## src/rtl/cfg_seq_pkg.sv

```systemverilog
package cfg_seq_pkg;

    typedef enum logic [2:0] {
        PH_IDLE      = 3'd0,
        PH_CLEAR     = 3'd1,
        PH_WAIT_INIT = 3'd2,
        PH_LOAD      = 3'd3,
        PH_START     = 3'd4,
        PH_USER      = 3'd5
    } phase_e;

    typedef enum logic [2:0] {
        SU_OFF,
        SU_PULSE,
        SU_DONE,
        SU_OUT_ON,
        SU_RUN
    } su_step_e;

    typedef struct packed {
        logic gsr;
        logic done;
        logic gts;
        logic gwe;
    } glob_ctl_t;

    localparam glob_ctl_t GLOB_SAFE = '{gsr: 1'b0, done: 1'b0, gts: 1'b1, gwe: 1'b0};

    function automatic logic holds_init_low(phase_e p);
        return (p == PH_IDLE) || (p == PH_CLEAR);
    endfunction

endpackage

```

## src/rtl/cfg_seq_clear_timer.sv

```systemverilog
module cfg_seq_clear_timer #(
    parameter int CLR_CYCLES = 1024
) (
    input  logic clk,
    input  logic rst,
    input  logic run,
    output logic expired
);
    localparam int CW = $clog2(CLR_CYCLES + 1);
    localparam logic [CW-1:0] LAST = CW'(CLR_CYCLES - 1);

    logic [CW-1:0] cnt_q;

    assign expired = run && (cnt_q == LAST);

    always_ff @(posedge clk) begin
        if (rst || !run) begin
            cnt_q <= '0;
        end else if (!expired) begin
            cnt_q <= cnt_q + 1'b1;
        end
    end

    AST_CLEAR_COUNT_BOUND: assert property (@(posedge clk) disable iff (rst)
        cnt_q <= LAST);

endmodule

```

## src/rtl/cfg_seq_startup.sv

```systemverilog
module cfg_seq_startup
    import cfg_seq_pkg::*;
(
    input  logic      clk,
    input  logic      rst,
    input  logic      abort,
    input  logic      go,
    input  logic      bus_gate_en,
    input  logic      done_bus,
    output glob_ctl_t ctl,
    output logic      finishing
);
    su_step_e step_q;

    assign finishing = (step_q == SU_OUT_ON) && !abort;

    always_ff @(posedge clk) begin
        if (rst || abort) begin
            step_q <= SU_OFF;
            ctl    <= GLOB_SAFE;
        end else begin
            case (step_q)
                SU_OFF: begin
                    if (go) begin
                        ctl.gsr <= 1'b1;
                        step_q  <= SU_PULSE;
                    end
                end
                SU_PULSE: begin
                    ctl.gsr  <= 1'b0;
                    ctl.done <= 1'b1;
                    step_q   <= SU_DONE;
                end
                SU_DONE: begin
                    if (!bus_gate_en || done_bus) begin
                        ctl.gts <= 1'b0;
                        step_q  <= SU_OUT_ON;
                    end
                end
                SU_OUT_ON: begin
                    ctl.gwe <= 1'b1;
                    step_q  <= SU_RUN;
                end
                SU_RUN: begin
                    step_q <= SU_RUN;
                end
                default: begin
                    step_q <= SU_OFF;
                    ctl    <= GLOB_SAFE;
                end
            endcase
        end
    end

    AST_GSR_SINGLE: assert property (@(posedge clk) disable iff (rst)
        ctl.gsr |=> !ctl.gsr);

    AST_DONE_AFTER_GSR: assert property (@(posedge clk) disable iff (rst)
        (ctl.gsr && !abort) |=> ctl.done);

    AST_GWE_AFTER_GTS: assert property (@(posedge clk) disable iff (rst)
        $rose(ctl.gwe) |-> (!ctl.gts && $past(!ctl.gts)));

    AST_GTS_BUS_HOLD: assert property (@(posedge clk) disable iff (rst)
        (bus_gate_en && !done_bus && ctl.gts) |=> ctl.gts);

    AST_GTS_NEEDS_DONE: assert property (@(posedge clk) disable iff (rst)
        !ctl.gts |-> ctl.done);

endmodule

```

## src/rtl/cfg_sequencer.sv

```systemverilog
module cfg_sequencer
    import cfg_seq_pkg::*;
#(
    parameter int CLR_CYCLES = 1024
) (
    input  logic       clk,
    input  logic       rst,
    input  logic       prog_n,
    input  logic       init_ext_n,
    input  logic       frame_wr,
    input  logic       frame_last,
    input  logic       done_bus,
    input  logic       bus_gate_en,
    output logic       init_n,
    output logic       done,
    output logic       gsr,
    output logic       gts,
    output logic       gwe,
    output logic [2:0] phase
);
    phase_e    phase_q;
    logic      clr_run;
    logic      clr_expired;
    logic      su_go;
    logic      su_finishing;
    glob_ctl_t ctl;

    assign clr_run = (phase_q == PH_CLEAR) && prog_n;
    assign su_go   = (phase_q == PH_LOAD) && frame_wr && frame_last;
    assign init_n  = !holds_init_low(phase_q) && init_ext_n;

    cfg_seq_clear_timer #(
        .CLR_CYCLES(CLR_CYCLES)
    ) i_clear_timer (
        .clk    (clk),
        .rst    (rst),
        .run    (clr_run),
        .expired(clr_expired)
    );

    cfg_seq_startup i_startup (
        .clk        (clk),
        .rst        (rst),
        .abort      (!prog_n),
        .go         (su_go),
        .bus_gate_en(bus_gate_en),
        .done_bus   (done_bus),
        .ctl        (ctl),
        .finishing  (su_finishing)
    );

    always_ff @(posedge clk) begin
        if (rst) begin
            phase_q <= PH_IDLE;
        end else if (!prog_n) begin
            phase_q <= PH_CLEAR;
        end else begin
            case (phase_q)
                PH_IDLE:      phase_q <= PH_CLEAR;
                PH_CLEAR:     if (clr_expired) phase_q <= PH_WAIT_INIT;
                PH_WAIT_INIT: if (init_n) phase_q <= PH_LOAD;
                PH_LOAD:      if (su_go) phase_q <= PH_START;
                PH_START:     if (su_finishing) phase_q <= PH_USER;
                PH_USER:      phase_q <= PH_USER;
                default:      phase_q <= PH_IDLE;
            endcase
        end
    end

    assign done  = ctl.done;
    assign gsr   = ctl.gsr;
    assign gts   = ctl.gts;
    assign gwe   = ctl.gwe;
    assign phase = phase_q;

    AST_RESET_STATE: assert property (@(posedge clk)
        rst |=> (phase_q == PH_IDLE && !done && !gsr && gts && !gwe && !init_n));

    AST_AUTO_START: assert property (@(posedge clk) disable iff (rst)
        (phase_q == PH_IDLE && prog_n) |=> (phase_q == PH_CLEAR));

    AST_CLEAR_HOLD: assert property (@(posedge clk) disable iff (rst)
        (phase_q == PH_CLEAR && prog_n && !clr_expired) |=> (phase_q == PH_CLEAR));

    AST_LOAD_STALL: assert property (@(posedge clk) disable iff (rst)
        (phase_q == PH_WAIT_INIT && !init_n && prog_n) |=> (phase_q == PH_WAIT_INIT));

    AST_ABORT_SAFE: assert property (@(posedge clk) disable iff (rst)
        !prog_n |=> (phase_q == PH_CLEAR && !done && !gsr && gts && !gwe));

    AST_GWE_USER_ONLY: assert property (@(posedge clk) disable iff (rst)
        gwe |-> (phase_q == PH_USER));

endmodule

```

## config.mk

```make
export PLATFORM = sky130hd
export DESIGN_NAME = cfg_sequencer
export DESIGN_NICKNAME = d
export VERILOG_FILES = /design/src/rtl/cfg_seq_pkg.sv /design/src/rtl/cfg_seq_clear_timer.sv /design/src/rtl/cfg_seq_startup.sv /design/src/rtl/cfg_sequencer.sv
export SDC_FILE = /design/constraint.sdc
export NUM_CORES = 1
export LEC_CHECK = 0
export BUFFER_PORTS_ARGS = -buffer_cell sky130_fd_sc_hd__buf_2
export CORE_MARGIN = 1
export CORE_UTILIZATION = 45
export DETAILED_ROUTE_END_ITERATION = 16
export PLACE_DENSITY = 0.7
export SLEW_MARGIN = 20
export SYNTH_ARGS = -nofsm -noshare
export SYNTH_HDL_FRONTEND = slang
export SYNTH_SLANG_ARGS = --single-unit
```

## constraint.sdc

```tcl
create_clock -name clk -period 3.2 [get_ports clk]
set_clock_uncertainty 0.1 [all_clocks]
set_input_delay 0.48 -clock clk [delete_from_list [all_inputs] [get_ports clk]]
set_output_delay 0.48 -clock clk [all_outputs]
set_load 0.02 [all_outputs]
```

==> out/summary.txt <==
Fin. Hold Viols - 0
# rows - 17
Post-cts sizing count - 0
Vias per inst - 5.64
Pwr/cell area - 358 nW/µm²
CP max stage delay - 0.60 ns
Input/output buffers - 15
CTS Sinks - 21
Final TNS setup - 0 ns
Max FO, Critical Path - 4
Total Power Consumption - 0.423 mW
Unique masters post-synth - 40
Sequential fraction of the synthesis area - 0.393
Routed wire length - 2220 µm
Io pins - 16
Largest net degree at the start of global routing - 13
First DRT Iteration DRCs - 20
Min-delay worst type - in2reg
H-tree depth - 1
Dpl cell area - 1150 µm²
Status - completed
Slew @ Worst Pin - 0.598 ns
Slew Limit Fails - 0
Post-DRT Antenna Nets - 0
CTS root buf - clkbuf_4
Post-CTS setup buffer count - 0
Horiz. Die Dim - 50.8 µm
Max cap viols - 0
DR vias - 953
Clock slew at reported path FFs - 0.12 ns
Fin util - 0.529
# diodes - 0
# DRC - 0
Worst EP required - 3.28 ns
Setup violators final - 0
First-pass GRT wire length - 3890 µm
Unrepaired setup endpoints after global routing - false
Post-synthesis cell count - 128
Avg WL per Cell - 13.1 µm
CTS tree - done
Yosys reg bits - 21
Post-DP HPWL - 1650 µm
Post-Layout Inst Area - 1180 µm²
Leak - 0.436 nW
Final GP Congestion - 0.712
Peak VDD IR - 0.253 mV
Die Area - 2580 µm²
WS Path Type - reg2reg
Final worst slack - 1.35 ns
Final worst-path cycle share - 0.579
R2r worst-path depth - 5
Later-pin clock latency in the skew report - 0.30 ns
First-pass detailed-route iteration total - 4
Placed Instances - 165
Hold-fix buffers, CTS - 0
Initial antenna violation count - 0
Crit path cell chain - ha_1 -> nand3_1 -> nor4_1 -> xor2_1 -> nor2_1
Final net count - 151
Fmax - 0.540 GHz
Pre-CTS setup slack - 1.34 ns
CP Launch Type - flip-flop
Initial Utilization - 0.479
Synth Cell Area - 1070 µm²
Arrival @ worst endpoint - 1.93 ns
Vias in the first global route - 937
Worst slew margin - 0.598
Area delta synth->final - 10.4%
Smallest hold slack - 0.317 ns
Core area - 2230 µm²
Clk buf depth - 2
CTS Buf Count - 3
YS warnings - 0
Chip Height - 50.8 µm
Avg Synthesized Cell Area - 8.36 µm²
CP Capture Type - flip-flop
CP max stage cell - nor4_1
Hold path cells - 2
Post-layout min period - 1.85 ns
Share of cells above drive strength 1 - 0.170
Grt total ovfl - 0
GRT Total Usage - 0.197
Non-Filler Instances - 169
Net count after synthesis - 137
[cells in the final DEF, fill, tap and decap left out, types with 2 or more instances in the layout]
cell type  synthesis  layout
o21ai_0           10      10
nor3_1             3       3
nor4b_1            2       2
nand2b_1           3       3
nand2_1            7       7
a21oi_1           15      15
and3_1             2       2
nand3_1            5       5
nor2b_1            2       2
nor2_1            15      15
clkbuf_4           0       3
inv_1              6       6
buf_2              1      15
xor2_1             2       2
dfxtp_1           21      21
or3_1              6       6
[registers in the layout, summed over array words and instances (netlist names)]
| register | cells |
|---|---|
| i_clear_timer.cnt_q | 11 |
| i_startup.ctl | 4 |
| i_startup.step_q | 3 |
| phase | 3 |
[logic make-up after synthesis]
group / count (synthesis) / share of synthesized area
flops: 21 / 0.393
xor+xnor: 3 / 0.0246
buf+inv: 12 / 0.0444
simple gates: 56 / 0.330
fa+ha+maj: 1 / 0.0117
compound gates: 35 / 0.197
[metal layers]
layer,up-vias,share of wire,GRT usage
li1,491,-,-
met1,449,0.48,0.245
met2,11,0.49,0.342
met3,2,0.018,0.0273
met4,0,0.0063,0.0694
met5,-,0,0
[worst paths after layout]
kind	start	to	slack, ns
hold reg to reg	i_clear_timer.cnt_q[1]	i_clear_timer.cnt_q[1]	0.39
hold / removal	rst	phase[0]	0.32
setup reg to reg	i_clear_timer.cnt_q[1]	i_clear_timer.cnt_q[0]	1.35
setup / recovery	i_clear_timer.cnt_q[1]	i_clear_timer.cnt_q[0]	1.35
[cell type report]
class	count	area [µm²]
inverter	6	22.5
clock buffer	4	26.3
multi-input combinational	95	602
sequential	21	420
tap	28	35.0
fill	246	1050
timing repair buffer	15	75.1
[synthesized netlist by cell type, drive strengths merged]
library cell | number | area [µm²]
o31a | 1 | 8.76
clkbuf | 5 | 20.0
or2 | 1 | 6.26
inv | 6 | 22.5
o21ai | 10 | 50.1
or3 | 6 | 37.5
nor3 | 4 | 25.0
nand4b | 1 | 8.76
nor4 | 2 | 27.5
nor4b | 2 | 17.5
dfxtp | 21 | 420
xnor2 | 1 | 8.76
nand2 | 7 | 26.3
and3 | 2 | 12.5
nand2b | 3 | 18.8
o32ai | 1 | 8.76
o211ai | 1 | 7.51
o31ai | 1 | 7.51
nand3b | 1 | 7.51
a2bb2oi | 1 | 8.76
nor2b | 2 | 12.5
nand4bb | 1 | 27.5
and2 | 1 | 7.51
a21oi | 15 | 75.1
ha | 1 | 12.5
or3b | 1 | 8.76
buf | 1 | 5.00
o41ai | 1 | 8.76
nor2 | 15 | 56.3
nand3 | 5 | 25.0
xor2 | 2 | 17.5
o311a | 1 | 11.3
nand4 | 2 | 27.5
a41o | 1 | 10.0
a211oi | 1 | 7.51
a31oi | 1 | 6.26
[power by group]
group / switching (mW) / leakage (nW) / internal (mW)
logic: 0.0155 / 0.251 / 0.0112
clock network: 0.0793 / 0.0150 / 0.0485
registers: 0.00436 / 0.170 / 0.264
total: 0.0992 / 0.436 / 0.323
[worst max-delay path, delay by kind of cell, from the launching register on]
family	cells	cell delay [ns]
flip-flops	1	0.39
AND/OR/NAND/NOR	3	0.85
XOR/XNOR	1	0.20
adder cells (fa/ha/maj)	1	0.20
Power figures use the tool's default switching activity.
